**config.mk**
```make
export PLATFORM = sky130hd
export DESIGN_NAME = serial_xchg_master
export DESIGN_NICKNAME = d
export VERILOG_FILES = /design/src/rtl/sxm_pkg.sv /design/src/rtl/sxm_sclk_gen.sv /design/src/rtl/sxm_tx_shift.sv /design/src/rtl/sxm_rx_shift.sv /design/src/rtl/serial_xchg_master.sv
export SDC_FILE = /design/constraint.sdc
export NUM_CORES = 1
export LEC_CHECK = 0
export ABC_AREA = 1
export CAP_MARGIN = 20
export CORE_MARGIN = 2
export CORE_UTILIZATION = 40
export CTS_CLUSTER_SIZE = 14
export DETAILED_ROUTE_END_ITERATION = 12
export DONT_BUFFER_PORTS = 1
export PLACE_DENSITY = 0.61
export REMOVE_ABC_BUFFERS = 1
export SYNTH_ARGS = -nofsm -noshare
export SYNTH_HDL_FRONTEND = slang
export SYNTH_HIERARCHICAL = 1
export SYNTH_SLANG_ARGS = --single-unit
export TNS_END_PERCENT = 10
```
**constraint.sdc**
```tcl
create_clock -name clk -period 3.8 [get_ports clk]
set_clock_uncertainty 0.05 [all_clocks]
set_input_delay 0.38 -clock clk [delete_from_list [all_inputs] [get_ports clk]]
set_output_delay 0.38 -clock clk [all_outputs]
set_load 0.02 [all_outputs]
```
**src/rtl/sxm_pkg.sv**
```systemverilog
package sxm_pkg;

    typedef enum logic [1:0] {
        PH_IDLE  = 2'd0,
        PH_WRITE = 2'd1,
        PH_PROC  = 2'd2,
        PH_READ  = 2'd3
    } phase_e;

    function automatic int unsigned max3(input int unsigned a, input int unsigned b,
                                         input int unsigned c);
        int unsigned m;
        m = (a > b) ? a : b;
        return (m > c) ? m : c;
    endfunction

endpackage

```
**src/rtl/sxm_sclk_gen.sv**
```systemverilog
// Serial clock as a toggling register in the system domain.
// rise_due_o / fall_due_o tell the sequencer which serial edge the
// coming system edge will produce.
module sxm_sclk_gen (
    input  logic clk,
    input  logic rst_n,
    input  logic run_i,
    output logic sclk_o,
    output logic rise_due_o,
    output logic fall_due_o
);

    logic sclk_d, sclk_q;

    always_comb begin
        sclk_d     = run_i ? ~sclk_q : 1'b0;
        rise_due_o = run_i & ~sclk_q;
        fall_due_o = run_i &  sclk_q;
    end

    always_ff @(posedge clk) begin
        if (!rst_n) sclk_q <= 1'b0;
        else        sclk_q <= sclk_d;
    end

    assign sclk_o = sclk_q;

endmodule

```
**src/rtl/sxm_tx_shift.sv**
```systemverilog
// Outgoing shift register, MSB first; advances on falling serial edges.
module sxm_tx_shift #(
    parameter int unsigned WR_BITS = 16
) (
    input  logic               clk,
    input  logic               rst_n,
    input  logic               load_i,
    input  logic [WR_BITS-1:0] data_i,
    input  logic               advance_i,
    input  logic               drive_i,
    output logic               mosi_o
);

    logic [WR_BITS-1:0] sr_d, sr_q;

    always_comb begin
        sr_d = sr_q;
        if (load_i)         sr_d = data_i;
        else if (advance_i) sr_d = sr_q << 1;
    end

    always_ff @(posedge clk) begin
        if (!rst_n) sr_q <= '0;
        else        sr_q <= sr_d;
    end

    assign mosi_o = drive_i & sr_q[WR_BITS-1];

endmodule

```
**src/rtl/sxm_rx_shift.sv**
```systemverilog
// Incoming shift register; the final sample goes straight into the
// result register together with the completion pulse.
module sxm_rx_shift #(
    parameter int unsigned RD_BITS = 16
) (
    input  logic               clk,
    input  logic               rst_n,
    input  logic               sample_i,
    input  logic               last_i,
    input  logic               miso_i,
    output logic [RD_BITS-1:0] result_o,
    output logic               done_o
);

    typedef struct packed {
        logic [RD_BITS-2:0] sr;
        logic [RD_BITS-1:0] result;
        logic               done;
    } rx_t;

    rx_t                cur_q, nxt_d;
    logic [RD_BITS-1:0] full;

    always_comb begin
        nxt_d      = cur_q;
        nxt_d.done = 1'b0;
        full       = {cur_q.sr, miso_i};
        if (sample_i) begin
            nxt_d.sr = full[RD_BITS-2:0];
            if (last_i) begin
                nxt_d.result = full;
                nxt_d.done   = 1'b1;
            end
        end
    end

    always_ff @(posedge clk) begin
        if (!rst_n) cur_q <= '0;
        else        cur_q <= nxt_d;
    end

    assign result_o = cur_q.result;
    assign done_o   = cur_q.done;

endmodule

```
**src/rtl/serial_xchg_master.sv**
```systemverilog
// One sequencer drives write, processing and read phases back to back.
module serial_xchg_master #(
    parameter int unsigned WR_BITS   = 16,
    parameter int unsigned PROC_CLKS = 8,
    parameter int unsigned RD_BITS   = 16
) (
    input  logic               clk,
    input  logic               rst_n,
    input  logic               start_i,
    input  logic [WR_BITS-1:0] operand_i,
    output logic [RD_BITS-1:0] result_o,
    output logic               busy_o,
    output logic               done_o,
    output logic               sclk_o,
    output logic               mosi_o,
    input  logic               miso_i,
    output logic               sel_n_o
);
    import sxm_pkg::*;

    localparam int unsigned CNT_MAX = max3(WR_BITS, PROC_CLKS, RD_BITS);
    localparam int unsigned CNT_W   = (CNT_MAX > 1) ? $clog2(CNT_MAX) : 1;
    localparam logic [CNT_W-1:0] WR_LAST = CNT_W'(WR_BITS - 1);
    localparam logic [CNT_W-1:0] PC_LAST = CNT_W'(PROC_CLKS - 1);
    localparam logic [CNT_W-1:0] RD_LAST = CNT_W'(RD_BITS - 1);

    typedef struct packed {
        phase_e           phase;
        logic [CNT_W-1:0] cnt;
    } seq_t;

    seq_t cur_q, nxt_d;
    logic run, rise_due, fall_due;
    logic load, advance, sample, last_rd;

    always_comb begin
        nxt_d   = cur_q;
        run     = (cur_q.phase != PH_IDLE);
        load    = (cur_q.phase == PH_IDLE) && start_i;
        advance = (cur_q.phase == PH_WRITE) && fall_due;
        sample  = (cur_q.phase == PH_READ) && rise_due;
        last_rd = (cur_q.cnt == RD_LAST);
        unique case (cur_q.phase)
            PH_IDLE: begin
                if (start_i) begin
                    nxt_d.phase = PH_WRITE;
                    nxt_d.cnt   = '0;
                end
            end
            PH_WRITE: begin
                if (fall_due) begin
                    if (cur_q.cnt == WR_LAST) begin
                        nxt_d.phase = PH_PROC;
                        nxt_d.cnt   = '0;
                    end else begin
                        nxt_d.cnt = cur_q.cnt + 1'b1;
                    end
                end
            end
            PH_PROC: begin
                if (fall_due) begin
                    if (cur_q.cnt == PC_LAST) begin
                        nxt_d.phase = PH_READ;
                        nxt_d.cnt   = '0;
                    end else begin
                        nxt_d.cnt = cur_q.cnt + 1'b1;
                    end
                end
            end
            PH_READ: begin
                if (fall_due) begin
                    if (last_rd) begin
                        nxt_d.phase = PH_IDLE;
                        nxt_d.cnt   = '0;
                    end else begin
                        nxt_d.cnt = cur_q.cnt + 1'b1;
                    end
                end
            end
            default: nxt_d = '0;
        endcase
    end

    always_ff @(posedge clk) begin
        if (!rst_n) cur_q <= '{phase: PH_IDLE, cnt: '0};
        else        cur_q <= nxt_d;
    end

    sxm_sclk_gen u_sclk (
        .clk        (clk),
        .rst_n      (rst_n),
        .run_i      (run),
        .sclk_o     (sclk_o),
        .rise_due_o (rise_due),
        .fall_due_o (fall_due)
    );

    sxm_tx_shift #(.WR_BITS(WR_BITS)) u_tx (
        .clk       (clk),
        .rst_n     (rst_n),
        .load_i    (load),
        .data_i    (operand_i),
        .advance_i (advance),
        .drive_i   (cur_q.phase == PH_WRITE),
        .mosi_o    (mosi_o)
    );

    sxm_rx_shift #(.RD_BITS(RD_BITS)) u_rx (
        .clk      (clk),
        .rst_n    (rst_n),
        .sample_i (sample),
        .last_i   (last_rd),
        .miso_i   (miso_i),
        .result_o (result_o),
        .done_o   (done_o)
    );

    assign busy_o  = run;
    assign sel_n_o = ~run;

endmodule

```
## After elaboration in Yosys (flattened, before gate mapping)

Cells that the tools add are included.

- Add/sub/neg operators: 1
- Bitwise operators: 5
- Multiplexer cells: 13
- Equality and inequality tests: 12
- Reduce and logical (&&, ||, !) cells: 11

Operator list:

| cell | count |
|---|---|
| $mux W16 | 2 |
| $mux W6 | 4 |
| $pmux W6 S4 | 1 |
| $ne A2 B2 Y1 const B | 7 |
| $mux W4 | 2 |
| $reduce_and A7 Y1 | 1 |
| $mux W2 | 3 |
| $reduce_and A2 Y1 | 3 |
| $add A4 B1 Y4 const B | 1 |
| $eq A2 B2 Y1 const B | 2 |
| $eq A4 B3 Y1 const B | 1 |
| $eq A4 B4 Y1 const B | 1 |
| $reduce_and A4 Y1 | 1 |
| $reduce_bool A2 Y1 | 2 |
| $and A1 B1 Y1 | 3 |
| $logic_and A1 B1 Y1 | 3 |
| $eq A2 B1 Y1 const B | 1 |
| $logic_not A2 Y1 | 1 |
| $not A1 Y1 | 2 |
| $mux W1 | 1 |

- Register bits: 55
- Input bits: 20

## Logic depth before layout (Yosys ltp)

- Word-level depth: 5
- Mapped depth: 14
- Depth with buffers taken out: 14

## Hierarchy

The synthesis kept the hierarchy.

Modules (own cells, without submodules):

| module | area an instance (um^2) | times used | cells an instance | seq. area each (um^2) |
|---|---|---|---|---|
| sxm_rx_shift | 1312.5 | 1 | 169 | 640.6 |
| sxm_tx_shift | 823.3 | 1 | 122 | 320.3 |
| serial_xchg_master | 524.3 | 1 | 81 | 120.1 |
| sxm_sclk_gen | 42.5 | 1 | 7 | 20.0 |

## Worst setup path after synthesis

OpenSTA, ideal clock, no wires.

- Kind: flip-flop to flip-flop
- From: register cur_q[4] (netlist name)
- To: register u_tx.sr_q[3]
- Slack: 1.947 ns
- Cell stages (with the launch flop): 15
- Period minus slack after synthesis: 1.853 ns
- Data arrival time: 1.694 ns
- Buffers on the path: 2
- Data required time: 3.641 ns
- Library setup time: 0.109 ns
- Path through: dfxtp_1 inv_1 ha_1 inv_1 nand2_1 inv_1 nand2_1 inv_1 buf_4 nor2_8 buf_6 nand2_1 nand3_1 nand2_1 inv_1

RTL lines:

| element | RTL line | text |
|---|---|---|
| to (signal assigned) | sxm_tx_shift.sv:24 | `else sr_q <= sr_d;` |
| to (decl) | sxm_tx_shift.sv:14 | `logic [WR_BITS-1:0] sr_d, sr_q;` |

==> PnR_summary.wiki <==
{| class="wikitable"
! Metric !! Value
|-
| Residual DRC || 0
|-
| Number of buffers inserted to repair setup after CTS || 0
|-
| Total power of the final layout || 0.00157 W
|-
| Sum of negative setup slack || 0 ns
|-
| FF+latch count, synth || 55
|-
| Clock tree from TritonCTS || done
|-
| Total number of H-tree levels || 2
|-
| CP Data Required Time || 4.01 ns
|-
| Placed wire-length estimate || 3.34 mm
|-
| Leakage power summed over all cells || roughly 1.4 nW
|-
| Post-route antenna net violation count || 0
|-
| Router iterations before antenna repair || 4
|-
| Most instantiated cells after synthesis || nand2_1 (109), dfxtp_1 (55), nor2_1 (48), inv_1 (44), nand3_1 (39)
|-
| End point of the most critical hold path || u_rx/result_o[4]$_SDFFE_PN0P_
|-
| Syn. warnings || 6
|-
| Largest fanout on the critical path || 25
|-
| Final #Nets || approximately 380
|-
| Count of maximum capacitance violations || 0
|-
| Number of distinct standard cells referenced by the synthesized netlist || 23
|-
| Area taken by multi-input logic gates || 1170 µm²
|-
| Worst-skew pair later-pin latency || 0.31 ns
|-
| Reg2Reg Launch Point || cur_q[4]$_SDFFE_PN0P_
|-
| Via-to-Cell Ratio || approximately 4.7
|-
| Maximum VDD drop || between 0.00015 and 0.0002 V
|-
| RSZ-0062 raised after global routing || no
|-
| CTS buffer count || 5
|-
| Number of antenna cells inserted || 0
|-
| CTS Hold Buffers Added || 0
|-
| Critical Path Source Type || register
|-
| Fraction of layout instances using a drive strength above 1 || 9.24%
|-
| Async set-or-reset flop fraction in the synthesized netlist || 0%
|-
| DR iter-0 viols || 93
|-
| Fillcell total || around 710
|-
| Routed wire length || 4.93 mm
|-
| Critical Setup Path Class || reg2reg
|-
| Port Buffer Count || 0
|-
| Area growth syn-to-layout || -1.94%
|-
| Slew at the pin with the worst max-slew slack || between 0.6 and 0.7 ns
|-
| Total vias in the final route || 2,040
|-
| Wire per inst || between 10 and 15 µm
|-
| Combined flip-flop and latch cell area || 1100 µm²
|-
| Vertical die dimension || roughly 86 µm
|-
| Sequential element share of the synthesized area || 40.7%
|-
| Worst r2r dst || u_rx/result_o[3]$_SDFFE_PN0P_
|-
| Cells resized by post-CTS repair || 0
|-
| Number of cell instances on the worst register-to-register path || 11
|-
| Cell with the most instances after synthesis || nand2_1
|-
| GR Util All Layers || ~14%
|-
| Final Max Slew Viols || 0
|-
| Element type at the critical path end || register
|-
| Count of flip-flops with a built-in enable after synthesis || 0
|-
| Post-synthesis instance total || 379
|-
| Row count || 29
|-
| Clock root buffer master || clkbuf_8
|-
| Starting Density || 41.8%
|-
| Instance count along the most critical hold path || 2
|-
| Top-Level Pins || slightly above 40
|-
| Number of antenna violations at the first check in global routing || 0
|-
| Data arrival time of the critical path || roughly 2.7 ns
|-
| Predominant post-synthesis flop cell || dfxtp_1
|-
| Final setup violation count || 0
|-
| Final Critical Period || 2.48 ns
|-
| Worst slew slack as a fraction of its limit || 56.9%
|-
| R2R Setup Slk || 1.32 ns
|-
| Class of the most critical hold timing path || in2reg
|-
| Peak clock frequency supported by timing || 0.403 GHz
|-
| Clock buffer depth || 2
|-
| DIE WIDTH || 86.2 µm
|-
| Post-Synthesis Cell Area || between 2000 and 3000 µm²
|-
| Mean Syn Cell Area || 7.13 µm²
|-
| Run status || complete, no violations
|-
| GP Congestion || 0.777
|-
| Maximum number of pins on one net before global-route repair || a little under 50
|-
| Clock sink total || 55
|-
| Final period utilization || about two thirds
|-
| Via count of the first global-routing pass || between 1,500 and 2,000
|-
| Number of hold violations in the final report || 0
|-
| Wire length of the first global-routing pass || between 8 and 9 mm
|-
| Clock slew at reported path FFs || 0.11 ns
|-
| Area of the die || 7430 µm²
|-
| Placeable core area || roughly 6500 µm²
|-
| Total power divided by cell area || 594 nW/µm²
|-
| Area fraction of the dominant cell type after synthesis || 40.7%
|-
| Top cells by area, synth || dfxtp_1 (41%), nand2_1 (15%), nand3_1 (7.2%)
|-
| Worst min-delay path startpoint || rst_n
|-
| Global route total overflow || 0
|-
| Cell taking the most area after synthesis || dfxtp_1
|}
worst max path at each step:
stage / from / depth (start not counted) / slack, ns / end
2_1_floorplan: cur_q[4]$_SDFFE_PN0P_ / 11 / 1.74 / u_rx/result_o[12]$_SDFFE_PN0P_
3_3_place_gp: cur_q[4]$_SDFFE_PN0P_ / 11 / 1.38 / u_rx/result_o[7]$_SDFFE_PN0P_
3_5_place_dp: cur_q[4]$_SDFFE_PN0P_ / 11 / 1.32 / u_rx/result_o[3]$_SDFFE_PN0P_
4_1_cts: cur_q[4]$_SDFFE_PN0P_ / 11 / 1.29 / u_rx/result_o[14]$_SDFFE_PN0P_
5_1_grt: cur_q[4]$_SDFFE_PN0P_ / 11 / 1.01 / u_rx/result_o[7]$_SDFFE_PN0P_
6_report: cur_q[4]$_SDFFE_PN0P_ / 11 / 1.32 / u_rx/result_o[3]$_SDFFE_PN0P_
critical path, cell delays in order, from the launching register on:
cell and delay, ns:
dfxtp_1 0.39, inv_1 0.10, ha_1 0.31, inv_1 0.26
inv_1 0.07, nor2_1 0.09, nand2_1 0.06, inv_1 0.44
nand2_8 0.25, nor2_4 0.26, nand2_1 0.08, nand2_1 0.06
cells by family after synthesis:
group                      after synthesis  share of synthesized area, %
AOI/OAI and AO/OA                       23                          4.82
adders and majority gates                6                          2.78
buffers and inverters                   80                          16.0
DFF                                     55                          40.7
and+or+nand+nor                        215                          35.6
per-layer routing:
layer	share of wire, %	up-vias	track usage (%)
met1	48	907	17.1
met4	1.3	0	3.84
met5	0	-	0
li1	-	1087	-
met2	44	40	23.4
met3	6.5	6	4.86
area by class of cell:
class,count,share of cell area (%)
repair buffers,1,0.283
multi-input cells,244,44.1
flip-flops and latches,55,41.5
clock inverters,3,0.897
well taps,77,3.64
clock buffers,5,2.60
inverters,49,6.94
power breakdown:
| group | switching (W) | internal, W |
|---|---|---|
| clock | 0.000201 | 0.000134 |
| combinational | 0.000373 | 0.000189 |
| sequential | 0.0000436 | 0.000635 |
| total | 0.000617 | 0.000957 |
cells in the final DEF (no fill, tap or decap), drive strengths merged:
master / n
clkinvlp: 1
nor2: 52
ha: 6
buf: 1
nand3: 42
clkinv: 1
clkbuf: 5
dfxtp: 55
o21ai: 12
inv: 50
nand2: 119
nand4: 1
nand3b: 1
a21oi: 11
flip-flops by register name (all words and copies together), names as in the netlist:
name,count
u_rx/result_o,16
u_tx/sr_q,16
u_rx/cur_q,15
cur_q,6
u_rx/done_o,1
u_sclk/sclk_o,1
metrics by stage:
| stage | setup slack (ns) | instances | instance area, µm² | hold WS [ns] | util (%) |
|---|---|---|---|---|---|
| 2_1_floorplan | 1.74 | 348 | 2450 | 0.385 | - |
| 3_3_place_gp | 1.38 | 426 | 2560 | 0.395 | 39.6 |
| 3_5_place_dp | 1.32 | 426 | 2560 | 0.399 | 39.6 |
| 4_1_cts | 1.29 | 434 | 2650 | 0.106 | 41.0 |
| 5_1_grt | 1.01 | 434 | 2650 | 0.0985 | 41.0 |
| 6_report | 1.32 | 434 | 2650 | 0.117 | 41.0 |
No activity file was read; power rests on OpenSTA's default activity.
